### src/rtl/irq_pkg.sv
package irq_pkg;
  localparam int NSRC   = 5;
  localparam int NMASK  = 3;
  localparam int VEC_W  = 16;
  localparam int WORD_W = 8;

  localparam int S_NMI  = 0;
  localparam int S_EDGE = 1;
  localparam int S_LVLH = 2;
  localparam int S_LVLL = 3;
  localparam int S_GEN  = 4;

  // mask-write word fields
  localparam int MW_LVLL = 0;
  localparam int MW_LVLH = 1;
  localparam int MW_EDGE = 2;
  localparam int MW_MSE  = 3;
  localparam int MW_CLRE = 4;

  localparam logic [VEC_W-1:0] V_NMI  = 16'h0024;
  localparam logic [VEC_W-1:0] V_EDGE = 16'h003C;
  localparam logic [VEC_W-1:0] V_LVLH = 16'h0034;
  localparam logic [VEC_W-1:0] V_LVLL = 16'h002C;

  function automatic logic [VEC_W-1:0] vec_of(input logic [NSRC-1:0] grant);
    logic [VEC_W-1:0] v;
    v = '0;
    if (grant[S_NMI])  v = V_NMI;
    if (grant[S_EDGE]) v = V_EDGE;
    if (grant[S_LVLH]) v = V_LVLH;
    if (grant[S_LVLL]) v = V_LVLL;
    return v;
  endfunction

  function automatic logic [WORD_W-1:0] pack_status(
      input logic si, input logic pe, input logic ph, input logic pl,
      input logic ie, input logic [NMASK-1:0] m);
    return {si, pe, ph, pl, ie, m};
  endfunction
endpackage

### src/rtl/irq_edge_latch.sv
module irq_edge_latch (
  input  logic clk,
  input  logic rst_n,
  input  logic pin_i,
  input  logic clr_i,
  output logic rise_o,
  output logic pend_o
);
  logic prev_q;
  logic pend_q;

  assign rise_o = pin_i & ~prev_q;
  assign pend_o = pend_q;

  always_ff @(posedge clk) begin
    if (!rst_n) begin
      prev_q <= 1'b0;
      pend_q <= 1'b0;
    end else begin
      prev_q <= pin_i;
      if (rise_o)     pend_q <= 1'b1;
      else if (clr_i) pend_q <= 1'b0;
    end
  end
endmodule

### src/rtl/irq_mask_bank.sv
module irq_mask_bank
  import irq_pkg::*;
(
  input  logic              clk,
  input  logic              rst_n,
  input  logic              wr_i,
  input  logic [WORD_W-1:0] wdata_i,
  input  logic              ei_i,
  input  logic              di_i,
  input  logic              accept_i,
  output logic [NMASK-1:0]  mask_o,
  output logic              ie_o,
  output logic              clr_edge_o
);
  logic [NMASK-1:0] mask_q;
  logic             ie_q;
  logic             mask_load_w;

  assign mask_load_w = wr_i & wdata_i[MW_MSE];
  assign clr_edge_o  = wr_i & wdata_i[MW_CLRE];
  assign mask_o      = mask_q;
  assign ie_o        = ie_q;

  always_ff @(posedge clk) begin
    if (!rst_n) begin
      mask_q <= '1;
      ie_q   <= 1'b0;
    end else begin
      if (mask_load_w) mask_q <= wdata_i[NMASK-1:0];
      if (accept_i)  ie_q <= 1'b0;
      else if (di_i) ie_q <= 1'b0;
      else if (ei_i) ie_q <= 1'b1;
    end
  end
endmodule

### src/rtl/irq_prio_arb.sv
module irq_prio_arb #(
  parameter int N = 5
) (
  input  logic [N-1:0] req_i,
  output logic [N-1:0] grant_o,
  output logic         any_o
);
  genvar gi;
  generate
    for (gi = 0; gi < N; gi++) begin : g_rank
      if (gi == 0) begin : g_top
        assign grant_o[gi] = req_i[gi];
      end else begin : g_rest
        assign grant_o[gi] = req_i[gi] & ~(|req_i[gi-1:0]);
      end
    end
  endgenerate
  assign any_o = |req_i;
endmodule

### src/rtl/irq_restart_ctrl.sv
module irq_restart_ctrl
  import irq_pkg::*;
(
  input  logic              clk,
  input  logic              rst_n,
  input  logic              nmi_i,
  input  logic              edge_irq_i,
  input  logic              lvl_hi_irq_i,
  input  logic              lvl_lo_irq_i,
  input  logic              gen_req_i,
  input  logic              ei_i,
  input  logic              di_i,
  input  logic              sample_i,
  input  logic              mask_wr_i,
  input  logic [WORD_W-1:0] mask_wdata_i,
  input  logic              serial_in_i,
  output logic [WORD_W-1:0] rd_word_o,
  output logic              take_o,
  output logic [NSRC-1:0]   take_src_o,
  output logic [VEC_W-1:0]  vector_o,
  output logic              ext_ack_o,
  output logic              pc_hold_o
);
  logic [NMASK-1:0] mask_w;
  logic             ie_w;
  logic             clr_edge_sw_w;
  logic             edge_pend_w;
  logic             edge_rise_w;
  logic [NSRC-1:0]  qual_w;
  logic [NSRC-1:0]  grant_w;
  logic             any_w;
  logic             accept_w;
  logic             edge_taken_w;

  logic             take_q;
  logic [NSRC-1:0]  src_q;
  logic [VEC_W-1:0] vec_q;
  logic             ack_q;

  irq_mask_bank u_mask (
    .clk       (clk),
    .rst_n     (rst_n),
    .wr_i      (mask_wr_i),
    .wdata_i   (mask_wdata_i),
    .ei_i      (ei_i),
    .di_i      (di_i),
    .accept_i  (accept_w),
    .mask_o    (mask_w),
    .ie_o      (ie_w),
    .clr_edge_o(clr_edge_sw_w)
  );

  assign edge_taken_w = accept_w & grant_w[S_EDGE];

  irq_edge_latch u_edge (
    .clk   (clk),
    .rst_n (rst_n),
    .pin_i (edge_irq_i),
    .clr_i (clr_edge_sw_w | edge_taken_w),
    .rise_o(edge_rise_w),
    .pend_o(edge_pend_w)
  );

  always_comb begin
    qual_w         = '0;
    qual_w[S_NMI]  = nmi_i;
    qual_w[S_EDGE] = edge_pend_w  & ~mask_w[MW_EDGE] & ie_w;
    qual_w[S_LVLH] = lvl_hi_irq_i & ~mask_w[MW_LVLH] & ie_w;
    qual_w[S_LVLL] = lvl_lo_irq_i & ~mask_w[MW_LVLL] & ie_w;
    qual_w[S_GEN]  = gen_req_i    & ie_w;
  end

  irq_prio_arb #(.N(NSRC)) u_arb (
    .req_i  (qual_w),
    .grant_o(grant_w),
    .any_o  (any_w)
  );

  assign accept_w = sample_i & any_w;

  always_ff @(posedge clk) begin
    if (!rst_n) begin
      take_q <= 1'b0;
      src_q  <= '0;
      vec_q  <= '0;
      ack_q  <= 1'b0;
    end else begin
      take_q <= accept_w;
      src_q  <= accept_w ? grant_w : '0;
      vec_q  <= accept_w ? vec_of(grant_w) : '0;
      ack_q  <= accept_w & grant_w[S_GEN];
    end
  end

  assign take_o     = take_q;
  assign take_src_o = src_q;
  assign vector_o   = vec_q;
  assign ext_ack_o  = ack_q;
  assign pc_hold_o  = ack_q;
  assign rd_word_o  = pack_status(serial_in_i, edge_pend_w, lvl_hi_irq_i,
                                  lvl_lo_irq_i, ie_w, mask_w);
endmodule

### config.mk
export PLATFORM = sky130hd
export DESIGN_NAME = irq_restart_ctrl
export DESIGN_NICKNAME = d
export VERILOG_FILES = /design/src/rtl/irq_pkg.sv /design/src/rtl/irq_edge_latch.sv /design/src/rtl/irq_mask_bank.sv /design/src/rtl/irq_prio_arb.sv /design/src/rtl/irq_restart_ctrl.sv
export SDC_FILE = /design/constraint.sdc
export NUM_CORES = 1
export LEC_CHECK = 0
export CAP_MARGIN = 20
export CORE_ASPECT_RATIO = 1.5
export CORE_MARGIN = 5
export CORE_UTILIZATION = 36
export DETAILED_ROUTE_END_ITERATION = 12
export PLACE_DENSITY = 0.83
export REMOVE_ABC_BUFFERS = 1
export SETUP_SLACK_MARGIN = 0.05
export SYNTH_ARGS = -nofsm -noshare
export SYNTH_HDL_FRONTEND = slang
export SYNTH_SLANG_ARGS = --single-unit
### constraint.sdc
create_clock -name clk -period 2.7 [get_ports clk]
set_input_delay 0.54 -clock clk [delete_from_list [all_inputs] [get_ports clk]]
set_output_delay 0.54 -clock clk [all_outputs]
set_load 0.03 [all_outputs]
==> impl_metrics.yaml <==
setup_path:
  cp_slowest_stage_delay_ns: 0.68
  crit_type: "in -> out"
  crit_buf_inv: 2
  crit_chain: "clkdlybuf4s50_1 -> clkdlybuf4s50_1"
  cp_data_required_time_ns: 2.16
  cpMostUsedCell: "clkdlybuf4s50_1"
  rrSetupSlack_ns: 1.34
  start_kind: "primary input"
  arrival_ns: 1.71
  cp-end-kind: "primary output"
  cp_slowest_cell: "clkdlybuf4s50_1"
  crit_family: "buffers and inverters"
  cp_max_fo: 3
final_layout:
  nets: 131
  fin_area_sq_um: 1027
  diodes: 0
  final_cell_count_no_fill: 132
  area_delta_synth_final_pct: 40.34
  drive_gt1_share_pct: 4.545
clocking:
  clk_path_buf_depth: 2
  clockRootBuffer: "clkbuf_4"
  htreeDepth: 1
  cts_resized: 0
  clock_sink_count: 16
  cts_buffers: 3
  clk_latency_ns: 0.29
  postCtsSetupBuffers: 0
  clk_pin_slew_worst_paths_ns: 0.09
  ctsHoldBuffers: 0
  tritoncts: "done"
global_route:
  grt_util_all_layers_pct: 10.42
  grt_pass1_vias: 543
  grt_max_degree: 11
  grt_first_pass_wirelength_um: 2290
  globalRouteOverflowTotal: 0
  antenna_found_initial: 0
floorplan:
  die_area_sq_um: 3054
  die_h_um: 65.23
  initial_core_util_pct: 37.03
  placementRows: 20
  core_area_sq_um: 1977
  die_w_um: 46.82
  ios: 52
yosys:
  postSynthAreaPerCell_sq_um: 9.036
  synth_area_leaders: "dfxtp_1 (44%), buf_4 (21%), nand3_1 (4.8%)"
  synth_seq_cells: 16
  syn_inst: 81
  synth_area_sq_um: 732.0
  seq_area_frac_synth_pct: 43.76
  synth_cell_type_count: 24
  ys_warn_count: 0
  synth_top_cell_area_share_pct: 43.76
  synth_area_leader_cell: "dfxtp_1"
sta:
  drv_slew: 0
  period_minus_slack_ns: 2.254
  hold_violations: 0
  tns_ns: 0
  final-setup-viol-count: 0
  grt_setup_unrepaired: "no"
  fin_skew_ns: 0.005165
  fmax_mhz: 443.7
  period_share_pct: 83.48
routing:
  wl_um: 1513
  wl_per_cell_um: 11.46
  drtAntennaViolNets: 0
  avgViaCountPerCell: 4.621
  firstDrtPassIters: 4
  drtIter0Drc: 15
  drcViolationCount: 0
  dr_total_vias: 610
pwr:
  seqPwrFrac_pct: 48.8
  pwr-share-clk_pct: 30.0
  switchingPower_w: 0.0001433
  swShare_pct: 27.85
  vdd_ir_drop_max_mv: 0.2341
  leakage_nw: 0.4261
  power.density_nw_per_um2: 500.9
  comb_power_share_pct: 21.3
  p_int_w: 0.0003713
placed_design:
  post_dp_cell_area_sq_um: 991.0
  hpwl_um: 1257
  dp_cells: 128
  place.gp.congestion: 0.6910
  port_buffers: 34
worst_hold_path:
  hold_class: "reg -> reg"
status:
  status: "complete, no violations"
job:
  cap_violations: 0
==> through the flow <==
| stage | hold slack [ns] | util [%] | total power [W] | setup WS, ns |
|---|---|---|---|---|
| 3_5_place_dp | 0.4273 | 50.13 | 0.0003655 | 0.4314 |
| 2_1_floorplan | 0.4079 | - | 0.0003119 | 1.193 |
| 3_3_place_gp | 0.4147 | 50.13 | 0.0003638 | 0.4386 |
| 4_1_cts | 0.4404 | 51.96 | 0.0005180 | 0.4309 |
| 6_report | 0.4408 | 51.96 | 0.0005146 | 0.4461 |
| 5_1_grt | 0.4889 | 51.96 | 0.0005422 | 0.4155 |
==> registers in the layout (all words and copies together), names as in the netlist <==
register and flops:
take_src_o 5, u_mask.mask_o 3, vector_o 3, ext_ack_o 1, take_o 1, u_edge.pend_o 1
u_edge.prev_q 1, u_mask.ie_o 1
==> power groups by stage <==
| stage | Clock (W) | Combinational (W) | Sequential, W |
|---|---|---|---|
| after floorplan | 0 | 0.0000410 | 0.000271 |
| after global placement | 0 | 0.000108 | 0.000256 |
| after detailed placement | 0 | 0.000109 | 0.000256 |
| after CTS | 0.000158 | 0.000110 | 0.000251 |
| after global routing | 0.000172 | 0.000117 | 0.000253 |
| final | 0.000154 | 0.000110 | 0.000251 |
==> cells in the mapped netlist, drive strengths merged <==
| cell type | n |
|---|---|
| a2111oi | 2 |
| a21oi | 3 |
| a41o | 1 |
| and2 | 1 |
| and3 | 1 |
| and4b | 1 |
| buf | 20 |
| conb | 1 |
| dfxtp | 16 |
| inv | 2 |
| nand2 | 7 |
| nand2b | 2 |
| nand3 | 7 |
| nand4b | 1 |
| nor2 | 6 |
| nor2b | 3 |
| nor3 | 1 |
| nor4b | 1 |
| nor4bb | 1 |
| o211ai | 1 |
| o22ai | 1 |
| o41ai | 1 |
| or4 | 1 |
==> cells in the final DEF, fill, tap and decap left out, types with 2 or more instances in the layout <==
master           count
clkdlybuf4s50_1     34
conb_1              12
clkbuf_4             3
a21oi_1              3
a2111oi_0            2
nor2b_1              2
inv_1                2
nor2_1               6
nand2b_1             2
nand3_1              7
dfxtp_1             16
nand2_1              7
==> final timing paths <==
kind	cells past startpoint	to	startpoint
setup reg to reg	3	take_o	u_mask.mask_o[0]
setup / recovery	2	rd_word_o[5]	lvl_hi_irq_i
hold reg to reg	1	u_edge.pend_o	u_edge.prev_q
hold / removal	1	u_edge.pend_o	u_edge.prev_q
==> cell type report <==
cell class	count	area, sq um
Inverter	2	7.507
Clock buffer	4	36.28
Multi-Input combinational cell	54	295.3
Fill cell	206	949.7
Tap cell	22	27.53
Timing Repair Buffer	34	340.3
Sequential cell	16	320.3
==> per-layer routing <==
layer | GRT usage (%) | part of all wire [%]
met4 | 8.304 | 3.2
met2 | 17.69 | 55
met1 | 10.61 | 33
met5 | 0 | 0
met3 | 1.370 | 8.3
==> cells by family after synthesis <==
logic type | share of synthesized area [%]
simple gates | 25.30
buf+inv | 21.54
flops | 43.76
compound gates | 8.890
other cells | 0.5123
==> worst register-to-register path, delay by kind of cell (launching register included) <==
| family | cells | cell delay (ns) |
|---|---|---|
| AND/OR/NAND/NOR | 2 | 0.60 |
| flip-flops | 1 | 0.41 |
| AO/OA/AOI/OAI | 1 | 0.25 |
Note: power is estimated with default switching activity, not from simulation.
